<file path="config.mk">
export PLATFORM = sky130hd
export DESIGN_NAME = i2c_bus_monitor
export DESIGN_NICKNAME = d
export VERILOG_FILES = /design/src/rtl/i2cmon_pkg.sv /design/src/rtl/i2cmon_sync.sv /design/src/rtl/i2cmon_cond_detect.sv /design/src/rtl/i2cmon_flags.sv /design/src/rtl/i2cmon_irq.sv /design/src/rtl/i2c_bus_monitor.sv
export SDC_FILE = /design/constraint.sdc
export NUM_CORES = 1
export LEC_CHECK = 0
export BUFFER_PORTS_ARGS = -buffer_cell sky130_fd_sc_hd__buf_2
export CORE_MARGIN = 2
export CORE_UTILIZATION = 30
export DETAILED_ROUTE_END_ITERATION = 7
export SYNTH_ARGS = -nofsm -noshare
export SYNTH_HDL_FRONTEND = slang
export SYNTH_SLANG_ARGS = --single-unit
</file>
<file path="constraint.sdc">
create_clock -name clk -period 2.3 [get_ports clk]
set_input_delay 0.575 -clock clk [delete_from_list [all_inputs] [get_ports clk]]
set_output_delay 0.575 -clock clk [all_outputs]
set_load 0.005 [all_outputs]
</file>
<file path="src/rtl/i2cmon_pkg.sv">
// Shared types for the two-wire bus monitor.
package i2cmon_pkg;
    // Bus condition pulses, one cycle wide each
    typedef struct packed {
        logic start;
        logic stop;
    } bus_evt_t;
endpackage

</file>
<file path="src/rtl/i2cmon_sync.sv">
// Multi-stage level synchroniser for one asynchronous bus line.
// Assumes the line idles high, so every stage resets to 1.
module i2cmon_sync #(
    parameter int STAGES = 2
) (
    input  logic clk,
    input  logic rst_n,
    input  logic d,
    output logic q
);
    logic [STAGES-1:0] chain;

    // Shift the raw level through the register chain
    always_ff @(posedge clk) begin
        if (!rst_n) chain <= '1;
        else        chain <= {chain[STAGES-2:0], d};
    end

    assign q = chain[STAGES-1];
endmodule

</file>
<file path="src/rtl/i2cmon_cond_detect.sv">
// Detects Start and Stop conditions on synchronised bus levels.
// Assumes both inputs are already synchronous to clk. The clock line
// must be high in the previous and the current sample for a condition.
module i2cmon_cond_detect
    import i2cmon_pkg::*;
(
    input  logic     clk,
    input  logic     rst_n,
    input  logic     scl_s,
    input  logic     sda_s,
    output bus_evt_t evt
);
    logic scl_prev;
    logic sda_prev;
    logic scl_high;

    // Remember the previous sample of both lines
    always_ff @(posedge clk) begin
        if (!rst_n) begin
            scl_prev <= 1'b1;
            sda_prev <= 1'b1;
        end else begin
            scl_prev <= scl_s;
            sda_prev <= sda_s;
        end
    end

    // Classify a data edge during a steady high clock
    always_comb begin
        scl_high  = scl_s & scl_prev;
        evt.start = scl_high & sda_prev & ~sda_s;
        evt.stop  = scl_high & ~sda_prev & sda_s;
    end
endmodule

</file>
<file path="src/rtl/i2cmon_flags.sv">
// Start/Stop status flags that exclude each other, cleared while disabled.
module i2cmon_flags
    import i2cmon_pkg::*;
(
    input  logic     clk,
    input  logic     rst_n,
    input  logic     enable,
    input  bus_evt_t evt,
    output logic     s_flag,
    output logic     p_flag
);
    // Update the flags from the latest bus condition
    always_ff @(posedge clk) begin
        if (!rst_n || !enable) begin
            s_flag <= 1'b0;
            p_flag <= 1'b0;
        end else if (evt.start) begin
            s_flag <= 1'b1;
            p_flag <= 1'b0;
        end else if (evt.stop) begin
            s_flag <= 1'b0;
            p_flag <= 1'b1;
        end
    end
endmodule

</file>
<file path="src/rtl/i2cmon_irq.sv">
// Sticky interrupt flag with a stop-wait mode.
// Assumes byte_done is a one-cycle strobe. A set event wins over the clear.
module i2cmon_irq
    import i2cmon_pkg::*;
(
    input  logic     clk,
    input  logic     rst_n,
    input  logic     enable,
    input  bus_evt_t evt,
    input  logic     byte_done,
    input  logic     flag_clr,
    input  logic     irq_en,
    input  logic     bus_busy,
    output logic     irq_flag,
    output logic     armed
);
    logic irq_en_q;
    logic set_evt;

    // Decide whether this cycle raises the flag
    always_comb begin
        set_evt = enable & (evt.stop | (~armed & (evt.start | byte_done)));
    end

    // Hold the enable history and the stop-wait state
    always_ff @(posedge clk) begin
        if (!rst_n) begin
            irq_en_q <= 1'b0;
            armed    <= 1'b0;
        end else begin
            irq_en_q <= irq_en;
            if (!enable || evt.stop)
                armed <= 1'b0;
            else if (irq_en && !irq_en_q && bus_busy)
                armed <= 1'b1;
        end
    end

    // Sticky flag: set has priority over clear
    always_ff @(posedge clk) begin
        if (!rst_n)        irq_flag <= 1'b0;
        else if (set_evt)  irq_flag <= 1'b1;
        else if (flag_clr) irq_flag <= 1'b0;
    end
endmodule

</file>
<file path="src/rtl/i2c_bus_monitor.sv">
// Top of the two-wire bus monitor: synchronisers, condition detector,
// status flags and interrupt logic. Assumes raw lines may be asynchronous.
module i2c_bus_monitor
    import i2cmon_pkg::*;
#(
    parameter int SYNC_STAGES = 2
) (
    input  logic clk,
    input  logic rst_n,
    input  logic enable,
    input  logic scl_in,
    input  logic sda_in,
    input  logic byte_done,
    input  logic flag_clr,
    input  logic irq_en,
    output logic start_seen,
    output logic stop_seen,
    output logic bus_free,
    output logic irq_flag,
    output logic irq_out
);
    localparam int LINES = 2;

    logic [LINES-1:0] raw_lines;
    logic [LINES-1:0] sync_lines;
    bus_evt_t         evt;
    logic             evt_stop;
    logic             armed;

    assign raw_lines = {scl_in, sda_in};

    // One synchroniser per bus line
    for (genvar i = 0; i < LINES; i++) begin : g_sync
        i2cmon_sync #(.STAGES(SYNC_STAGES)) u_sync (
            .clk   (clk),
            .rst_n (rst_n),
            .d     (raw_lines[i]),
            .q     (sync_lines[i])
        );
    end

    i2cmon_cond_detect u_det (
        .clk   (clk),
        .rst_n (rst_n),
        .scl_s (sync_lines[1]),
        .sda_s (sync_lines[0]),
        .evt   (evt)
    );

    i2cmon_flags u_flags (
        .clk    (clk),
        .rst_n  (rst_n),
        .enable (enable),
        .evt    (evt),
        .s_flag (start_seen),
        .p_flag (stop_seen)
    );

    i2cmon_irq u_irq (
        .clk       (clk),
        .rst_n     (rst_n),
        .enable    (enable),
        .evt       (evt),
        .byte_done (byte_done),
        .flag_clr  (flag_clr),
        .irq_en    (irq_en),
        .bus_busy  (start_seen),
        .irq_flag  (irq_flag),
        .armed     (armed)
    );

    // Derive the free indication and the gated interrupt
    always_comb begin
        evt_stop = evt.stop;
        bus_free = stop_seen | (~start_seen & ~stop_seen);
        irq_out  = irq_flag & irq_en;
    end
endmodule

</file>
==> results.txt, run 1 <==
Outcome -> complete, no violations
Hold Path Class -> flip-flop to flip-flop
Die H -> 41.2 microns
Gr usage total -> 0.120
Fmax -> 659 MHz
Synth Flop Type -> dfxtp_1
Peak supply drop -> 330 uV
Clock power frac -> 0.363
TNS Setup -> 0 ns
Syn nets -> 47
Post CTS Setup Buffer Count -> 0
Initial core utilization -> 0.319
Clk Latency, worst-skew pair -> 0.27 ns
CP peak stage delay -> 0.14 ns
Gate Count Post-Synth -> 39
Biggest area consumer among synthesized cells -> dfxtp_1
Die area -> 0.00170 sq mm
Antenna Nets Post-Route -> 0
First-pass GRT wire length -> 1.17 mm
Post-route design area -> 517 sq um
Final period utilization -> 0.660
EDFF count, synth -> 0
RSZ-0062 raised after global routing -> no
Psw -> 0.0832 mW
Yosys warns -> 0
PD cells -> 697 mW/mm^2
Placed cell area -> 489 sq um
CP max FO -> 3
Fin. max-slew vios -> 0
Crit start category -> primary input
CTS H-tree depth -> 1
CP max stage cell -> and2_1
PortBufs -> 12
CP required -> 1.73 ns
Worst path bufs/invs -> 2
Global route overflow -> 0
Clock Sinks -> 11
Starting DRT DRC Count -> 2
Layout area overhead -> 24.4%
First-pass DRT Iterations -> 4
Final std cells w/o fill -> 69
Max-Cap Viols -> 0
Top cells by count, synth -> dfxtp_1 (11), or2b_1 (5), a31oi_1 (3)
Post-synth ARST share -> 0
Worst setup path class -> primary input to output port
Seq/Total Area, Yosys -> 0.530
Antenna diodes -> 0
Most frequent cell after synthesis -> dfxtp_1
Top sig layer -> met4
Ports -> 13
P_leak -> 0.241 nW
Worst setup margin -> 0.781 ns
Routed WL per cell -> 9.93 microns
CP endpoint kind -> output port
Hold buffer count at CTS -> 0
Core area -> 0.00130 sq mm
Max transition margin -> 0.868
Internal power -> 0.277 mW
Top delay family on crit path -> buffers and inverters
Pre-CTS WS -> 0.777 ns
Nets -> 63
Yosys cell types -> 19
Hold Path Cell Cnt -> 1
GPL Wtd Cong -> 0.669
Post-DP HPWL -> 516 microns
Via/cell ratio -> 4.64
Worst Max-Slew Pin Slew -> 0.198 ns
Post-synthesis register bit count -> 11
Vias in the first global route -> 266
Sequential power share -> 0.561
Total CTS buffers -> 3
Initial antenna violation count -> 0
Crit path top cell by count -> buf_2
Met2 WL -> 286 microns
Total wire length -> 685 microns
Routed metal-1 wire length -> 328 microns
Comb power frac -> 0.075
Final setup viols -> 0
Switch share -> 0.231
FF-to-FF path depth -> 3
Crit path cell chain -> buf_2 > and2_1 > buf_2
Ranking of synthesized cells by area -> dfxtp_1 (53%), or2b_1 (9.0%), and3b_2 (4.8%)
Fin crit period -> 1.52 ns
Clock Tree Root -> clkbuf_4
WP depth -> 3
Met3 Routed Length -> 60 microns
Arrival time at the worst endpoint -> 0.94 ns
CTS tree -> built
Area share of the largest cell type after synthesis -> 0.530
CTS resizes -> 0
Total number of vias -> 320
Die X -> 41.2 microns
Layout cell share with drive strength beyond 1 -> 0.389
Final hold violation count -> 0
Final Skew -> 0.00450 ns
Mapped Avg Cell Area -> 10.7 sq um
Clock-pin slew on the worst setup and hold paths -> 0.07 ns
Largest net degree at the start of global routing -> 12
Post-Syn Area -> 415 sq um
CTS max path bufs -> 2
Num rows -> 13
Placed insts -> 65
DRC viols -> 0
## per-stage QoR
stage | hold WS [ns] | power (mW) | utilization
final | 0.404 | 0.360 | 0.397
after CTS | 0.411 | 0.369 | 0.397
after global routing | 0.429 | 0.382 | 0.397
after detailed placement | 0.392 | 0.234 | 0.376
after floorplan | 0.385 | 0.221 | -
after global placement | 0.388 | 0.233 | 0.376
## cells in the final DEF, fill, tap and decap left out
cell type and n:
a21oi_1 1, a31oi_1 3, a41oi_1 1, and2_1 1, and2_2 1, and3b_2 2, and4b_1 1, buf_2 12
clkbuf_4 3, clkinv_2 1, dfxtp_1 11, inv_1 2, nand2_1 2, nand2_4 1, nand2b_1 1, nand3_1 2
nor3_1 1, o21ai_0 1, o31ai_1 1, o32ai_2 1, or2b_1 5
## cell families (layout without fill, tap and decap cells)
kind of cell | Yosys count | after routing | synth area share
and+or+nand+nor | 17 | 17 | 0.292
DFF | 11 | 11 | 0.530
AOI/OAI and AO/OA | 8 | 8 | 0.148
buffers and inverters | 3 | 18 | 0.0301
## cell type report
type / count / area [sq um]
fillers: 145 / 785
well taps: 15 / 18.8
repair buffers: 12 / 60.1
clock inverters: 1 / 5.00
inverters: 2 / 7.51
flip-flops and latches: 11 / 220
clock buffers: 3 / 22.5
multi-input cells: 25 / 183
## final timing paths
check | from | end | slack (ns)
worst min-delay path | g_sync[0].u_sync.chain[0]$_SDFF_PN1_ | g_sync[0].u_sync.chain[1]$_SDFF_PN1_ | 0.40
worst max-delay path | irq_en | irq_out | 0.78
worst max register to register | u_det.sda_prev$_SDFF_PN1_ | u_irq.irq_flag$_SDFFE_PN0P_ | 1.34
worst min register to register | g_sync[0].u_sync.chain[0]$_SDFF_PN1_ | g_sync[0].u_sync.chain[1]$_SDFF_PN1_ | 0.40
## power groups by stage
stage | logic [mW] | registers [mW] | clock network [mW]
finish | 0.0271 | 0.202 | 0.131
global route | 0.0303 | 0.203 | 0.149
CTS | 0.0276 | 0.202 | 0.139
detailed placement | 0.0275 | 0.207 | 0
global placement | 0.0269 | 0.207 | 0
floorplan | 0.0156 | 0.206 | 0
## state kept, by name, summed over array words and instances, names as in the netlist
name and count:
u_det.sda_prev 1, u_flags.p_flag 1, u_irq.armed 1, u_irq.irq_flag 1, u_det.scl_prev 1, g_sync.u_sync.chain 4
u_irq.irq_en_q 1, u_flags.s_flag 1
## layer usage
| layer | up-vias | GRT usage |
|---|---|---|
| met2 | 10 | 0.160 |
| met4 | 0 | 0.0726 |
| met3 | 3 | 0.0978 |
| met1 | 140 | 0.129 |
| li1 | 167 | - |
| met5 | - | 0 |
Note: power is estimated with default switching activity, not from simulation.
==> inputs of run 2 (changes only) <==
- clock period: 2.3 -> 1.32 ns (I/O delays scaled with it)
==> run 2 against run 1 <==
Non-clock buffer count did not move; clock power grew 74%; register-to-register slack got worse by 0.99 ns; setup slack lost 0.66 ns; global-route usage decreased by 0.33 points; via count rose by 1.9%; first-iteration DRC count grew to 4.0 times the previous value; total power up 74%; highest routed layer is now met3.
==> results.txt, run 2 (same netlist as run 1, synthesis figures left out) <==
CTS max path bufs -> 2 (unchanged)
Fill cells -> 146 (+0.69%)
Final Skew -> 0.00186 ns (-0.00264 ns)
PortBufs -> 12 (unchanged)
Worst Max-Slew Pin Slew -> 0.184 ns (-0.0142 ns)
Layout area overhead -> 24.4% (unchanged)
Clock-pin slew on the worst setup and hold paths -> 0.07 ns (about the same)
P_leak -> 0.241 nW (unchanged)
Vias in the first global route -> 304 (+14%)
CP required -> 0.99 ns (-0.74 ns)
R2R Setup Slk -> 0.35 ns (-0.99 ns)
Hold Path Cell Cnt -> 2 (+1)
Nets -> 63 (unchanged)
FF-to-FF path depth -> 3 (unchanged)
Max-Cap Viols -> 0 (unchanged)
Layout cell share with drive strength beyond 1 -> 0.389 (unchanged)
Largest net degree at the start of global routing -> 12 (unchanged)
Starting DRT DRC Count -> 8 (+6)
PD cells -> 1210 mW/mm^2 (+74%)
CTS H-tree depth -> 1 (unchanged)
CP max stage cell -> dfxtp_1
Antenna Nets Post-Route -> 0 (unchanged)
Most frequent cells in the layout -> buf_2 (12), dfxtp_1 (11), or2b_1 (5), a31oi_1 (3), clkbuf_4 (3)
Worst setup path class -> flip-flop to output port
Max transition margin -> 0.876 (+0.00849)
Initial antenna violation count -> 0 (unchanged)
Sequential power share -> 0.562 (about the same)
Comb power frac -> 0.075 (about the same)
Clock power frac -> 0.363 (about the same)
Via/cell ratio -> 4.72 (+1.9%)
Post-Route Utilization -> 0.397 (unchanged)
Total CTS buffers -> 3 (unchanged)
Initial core utilization -> 0.319 (unchanged)
Psw -> 0.145 mW (+74%)
Fin crit period -> 1.20 ns
Fmax -> 834 MHz
TNS Setup -> 0 ns (unchanged)
Clk Latency, worst-skew pair -> 0.27 ns (about the same)
Crit path cell chain -> nand2b_1 > buf_2
CP peak stage delay -> 0.41 ns (+0.27 ns)
Crit start category -> flip-flop
Switch share -> 0.231 (about the same)
Die area -> 0.00170 sq mm (unchanged)
Global route overflow -> 0 (unchanged)
DRC viols -> 0 (unchanged)
Internal power -> 0.482 mW (+74%)
Max reg flops -> 4 (unchanged)
Die X -> 41.2 microns (unchanged)
Final period utilization -> 0.909
CTS tree -> built
Placed insts -> 65 (unchanged)
Final std cells w/o fill -> 69 (unchanged)
Post CTS Setup Buffer Count -> 0 (unchanged)
First-pass DRT Iterations -> 4 (unchanged)
Antenna diodes -> 0 (unchanged)
Ports -> 13 (unchanged)
Die H -> 41.2 microns (unchanged)
Routed WL per cell -> 10.4 microns (+4.5%)
GPL Wtd Cong -> 0.683 (+2.0%)
Total number of vias -> 326 (+1.9%)
Post-DP HPWL -> 548 microns (+6.2%)
Peak supply drop -> 772 uV (+130%)
CTS resizes -> 0 (unchanged)
Hold buffer count at CTS -> 0 (unchanged)
Core area -> 0.00130 sq mm (unchanged)
Clock Sinks -> 11 (unchanged)
Clock Tree Root -> clkbuf_4
RSZ-0062 raised after global routing -> no
Most common cell after layout, fill and taps aside -> buf_2
CP max FO -> 5 (+2)
Gr usage total -> 0.117 (-0.00334)
Final setup viols -> 0 (unchanged)
First-pass GRT wire length -> 1.19 mm (+1.1%)
Largest Register -> g_sync.u_sync.chain
Fin. max-slew vios -> 0 (unchanged)
Routing usage on met3 -> 0.0978 (unchanged)
Outcome -> complete, no violations
Grt met1 use -> 0.110 (-0.0194)
Num rows -> 13 (unchanged)
Total wire length -> 716 microns (+4.5%)
Hold Path Class -> primary input to flip-flop
Global route hottest layer -> met2
Arrival time at the worst endpoint -> 0.87 ns (-0.07 ns)
CP endpoint kind -> output port
Final hold violation count -> 0 (unchanged)
Grt met2 use -> 0.195 (+0.0352)
==> run 2: path summary, 6_finish.rpt <==
check,startpoint,to
worst max-delay path,u_flags.s_flag$_SDFFE_PP0P_,bus_free
worst min-delay path,scl_in,g_sync[1].u_sync.chain[0]$_SDFF_PN1_
worst max register to register,u_det.sda_prev$_SDFF_PN1_,u_irq.irq_flag$_SDFFE_PN0P_
worst min register to register,g_sync[0].u_sync.chain[0]$_SDFF_PN1_,g_sync[0].u_sync.chain[1]$_SDFF_PN1_
==> run 2: critical path, delay by kind of cell, from the launching register on <==
| kind | cells | cell delay (ns) |
|---|---|---|
| buffers and inverters | 1 | 0.12 |
| DFF | 1 | 0.41 |
| and+or+nand+nor | 1 | 0.07 |
==> run 2: power groups by stage <==
stage	logic, mW	clock network [mW]	registers [mW]
after CTS	0.0482	0.240	0.353
final	0.0472	0.228	0.352
after global placement	0.0473	0	0.360
after floorplan	0.0272	0	0.359
after detailed placement	0.0479	0	0.360
after global routing	0.0539	0.257	0.354
==> run 2: metal layers <==
metal  part of all wire  wire length [microns]  vias up
li1                   -                      -      168
met1               0.44                    317      148
met2               0.47                    334       10
met3              0.089                     64        0
met4                  0                      0        0
met5                  0                      0        -
==> run 2: cell type report <==
| cell class | count | area (sq um) | area share |
|---|---|---|---|
| clock buffer | 3 | 22.5 | 0.0436 |
| inverter | 2 | 7.51 | 0.0145 |
| clock inverter | 1 | 5.00 | 0.00969 |
| tap | 15 | 18.8 | 0.0363 |
| timing repair buffer | 12 | 60.1 | 0.116 |
| sequential | 11 | 220 | 0.426 |
| multi-input combinational | 25 | 183 | 0.354 |
==> run 2: metrics by stage <==
step / power (mW) / hold slack (ns) / instance area (sq um) / setup WS (ns)
after floorplan: 0.386 / 0.385 / 415 / 0.424
after global placement: 0.407 / 0.389 / 489 / 0.289
after detailed placement: 0.408 / 0.397 / 489 / 0.260
after CTS: 0.641 / 0.222 / 517 / 0.104
after global routing: 0.665 / 0.217 / 517 / 0.0384
final: 0.627 / 0.235 / 517 / 0.120
==> inputs of run 3 (changes only) <==
- CAP_MARGIN: not set -> 40
- CORE_AREA: not set -> 2 2 39 41
- CORE_MARGIN: 2 -> not set
- CORE_UTILIZATION: 30 -> not set
- DIE_AREA: not set -> 0 0 41 43
- SYNTH_HIERARCHICAL: not set -> 1
==> run 3 against run 2 <==
Sequential power is 1% lower; synthesized cell count is 5.1% lower; setup slack better by 0.027 ns; count of clock-buffer cells in the layout is 1 higher; routed wire length is 18% lower; cell count stayed put; fmax is 2.3% higher; critical endpoint is now irq_out.
==> results.txt, run 3 <==
Yosys warns -> 6 (+6)
PD cells -> 1270 mW/mm^2 (+4.8%)
Area taken by multi-input logic gates -> 141 sq um (-23%)
P_leak -> 0.209 nW (-13%)
Compound-Gate Fraction of Synth Area -> 0.0997 (-0.0479)
Seq. cell area -> 220 sq um (unchanged)
Max-Cap Viols -> 0 (unchanged)
Most frequent cell after synthesis -> dfxtp_1
Worst setup margin -> 0.148 ns (+0.0274 ns)
Post-Synth XOR/XNOR Area -> 0 (unchanged)
Reg2reg start -> g_sync[0].u_sync/chain[1]$_SDFF_PN1_
Synth Flop Type -> dfxtp_1
Die H -> 43 microns (+4.3%)
Die area -> 0.00176 sq mm (+3.8%)
Mapped Avg Cell Area -> 10.2 sq um (-4.4%)
First-pass GRT wire length -> 910 microns (-23%)
Hold buffer count at CTS -> 0 (unchanged)
Fin crit period -> 1.17 ns (-0.0274 ns)
Post-synthesis register bit count -> 11 (unchanged)
Max reg flops -> 4 (unchanged)
Layout cell share with drive strength beyond 1 -> 0.302 (-0.0870)
Final Skew -> 0.00403 ns (+0.00217 ns)
Post CTS Setup Buffer Count -> 0 (unchanged)
Outcome -> complete, no violations
Biggest area consumer among synthesized cells -> dfxtp_1
Clock-pin slew on the worst setup and hold paths -> 0.07 ns (about the same)
Area share of the largest cell type after synthesis -> 0.585 (+0.0546)
Fill cells -> 145 (-0.68%)
Crit start category -> flip-flop
Antenna diodes -> 0 (unchanged)
Routed WL per cell -> 8.46 microns (-18%)
Hold_sp -> scl_in
CP max FO -> 3 (-2)
Total wire length -> 584 microns (-18%)
Total number of vias -> 292 (-10%)
Starting DRT DRC Count -> 3 (-5)
EDFF count, synth -> 0 (unchanged)
Total CTS buffers -> 3 (unchanged)
Clock Tree Root -> clkbuf_4
CTS max path bufs -> 2 (unchanged)
Worst setup path class -> flip-flop to output port
Most frequent cells in the layout -> buf_2 (12), dfxtp_1 (11), nand2b_1 (8), inv_1 (4), clkbuf_4 (3)
Global route overflow -> 0 (unchanged)
Largest Register -> g_sync.u_sync/chain
Peak supply drop -> 544 uV (-29%)
DRC viols -> 0 (unchanged)
Yosys cell types -> 13 (-6)
Ports -> 13 (unchanged)
CTS tree -> built
Largest net degree at the start of global routing -> 11 (-1)
First-pass DRT Iterations -> 2 (-2)
Top cells by count, synth -> dfxtp_1 (11), nand2b_1 (8), inv_1 (4)
Hold Path Class -> primary input to flip-flop
Die X -> 41 microns (-0.51%)
Worst Max-Slew Pin Slew -> 0.180 ns (-0.00394 ns)
Max transition margin -> 0.880 (+0.00371)
Hold Path Cell Cnt -> 2 (unchanged)
Num rows -> 14 (+1)
Vias in the first global route -> 231 (-24%)
FF-to-FF End -> u_irq/irq_flag$_SDFFE_PN0P_
GPL Wtd Cong -> 0.560 (-18%)
Pre-CTS WS -> 0.310 ns (+0.0507 ns)
Nets -> 62 (-1.6%)
Arrival time at the worst endpoint -> 0.84 ns (-0.03 ns)
Most common cell after layout, fill and taps aside -> buf_2
Final setup viols -> 0 (unchanged)
Worst hold endpoint -> g_sync[1].u_sync/chain[0]$_SDFF_PN1_
Post-synth ARST share -> 0 (unchanged)
Clock Sinks -> 11 (unchanged)
Fmax -> 853 MHz (+2.3%)
TNS Setup -> 0 ns (unchanged)
CTS H-tree depth -> 1 (unchanged)
Fin. max-slew vios -> 0 (unchanged)
Antenna Nets Post-Route -> 0 (unchanged)
CP required -> 0.99 ns (about the same)
Final hold violation count -> 0 (unchanged)
Critical Path Source -> u_irq/irq_flag$_SDFFE_PN0P_
Layout area overhead -> 28.2%
Largest family of logic cells by synthesized area -> simple AND/OR/NAND/NOR gates
Post-DP HPWL -> 454 microns (-17%)
Core area -> 0.00138 sq mm (+6.3%)
Clk Latency, worst-skew pair -> 0.26 ns (about the same)
PortBufs -> 12 (unchanged)
R2R Setup Slk -> 0.39 ns (+0.04 ns)
Syn nets -> 45 (-4.3%)
RSZ-0062 raised after global routing -> no
Mux cell area share after synthesis -> 0 (unchanged)
Post-Syn Area -> 377 sq um (-9.3%)
Adder-Cell Fraction of Synth Area -> 0 (unchanged)
Seq/Total Area, Yosys -> 0.585 (+0.0546)
Ranking of synthesized cells by area -> dfxtp_1 (58%), nand2b_1 (13%), and4b_1 (5.3%)
Initial antenna violation count -> 0 (unchanged)
Gr usage total -> 0.0825 (-0.0344)
Final period utilization -> 0.888 (-0.0207)
CP endpoint kind -> output port
Initial core utilization -> 0.272 (-0.0471)
Post-Synth Simple-Gate Area -> 0.276 (-0.0164)
Via/cell ratio -> 4.23 (-10%)
Gate Count Post-Synth -> 37 (-5.1%)
FF-to-FF path depth -> 3 (unchanged)
CTS resizes -> 0 (unchanged)
-- run 3: how the worst max path moves through the flow --
stage	endpoint	slack, ns	cells past startpoint
2_1_floorplan	u_irq/irq_flag$_SDFFE_PN0P_	0.47	3
3_3_place_gp	irq_out	0.31	3
3_5_place_dp	irq_out	0.31	3
4_1_cts	irq_out	0.13	2
5_1_grt	bus_free	0.08	2
6_report	irq_out	0.15	2
-- run 3: stage by stage --
step            util  hold WS, ns  instance area [sq um]  instances  power, mW
5_1_grt        0.349        0.234                    483         69      0.648
4_1_cts        0.349        0.235                    483         69      0.628
6_report       0.349        0.245                    483         69      0.614
2_1_floorplan      -        0.386                    377         37      0.375
3_3_place_gp   0.330        0.389                    457         65      0.397
3_5_place_dp   0.330        0.393                    457         65      0.398
-- run 3: power by group --
group          internal (mW)  leakage (nW)  switching [mW]
clock                  0.117        0.0150           0.108
sequential             0.344        0.0904         0.00461
combinational         0.0224         0.104          0.0187
-- run 3: critical path, stage by stage (launching register included) --
cell and delay [ns]:
dfxtp_1 0.32, and2_1 0.15, buf_2 0.12
-- run 3: logic make-up after synthesis --
| kind of cell | after synthesis |
|---|---|
| buffers and inverters | 4 |
| and+or+nand+nor | 17 |
| AOI/OAI and AO/OA | 5 |
| DFF | 11 |
-- run 3: final cells by class --
cell class                 count  area share
sequential                    11       0.456
multi-input combinational     22       0.293
timing repair buffer          12       0.124
clock buffer                   4      0.0544
tap                           16      0.0415
inverter                       4      0.0311
-- run 3: metal layers --
layer | vias to the layer above | track usage | wire length [microns]
met1 | 128 | 0.0841 | 291
met5 | - | 0 | 0
met4 | 0 | 0.0400 | 0
met3 | 0 | 0.0785 | 52
li1 | 152 | - | -
met2 | 12 | 0.109 | 240
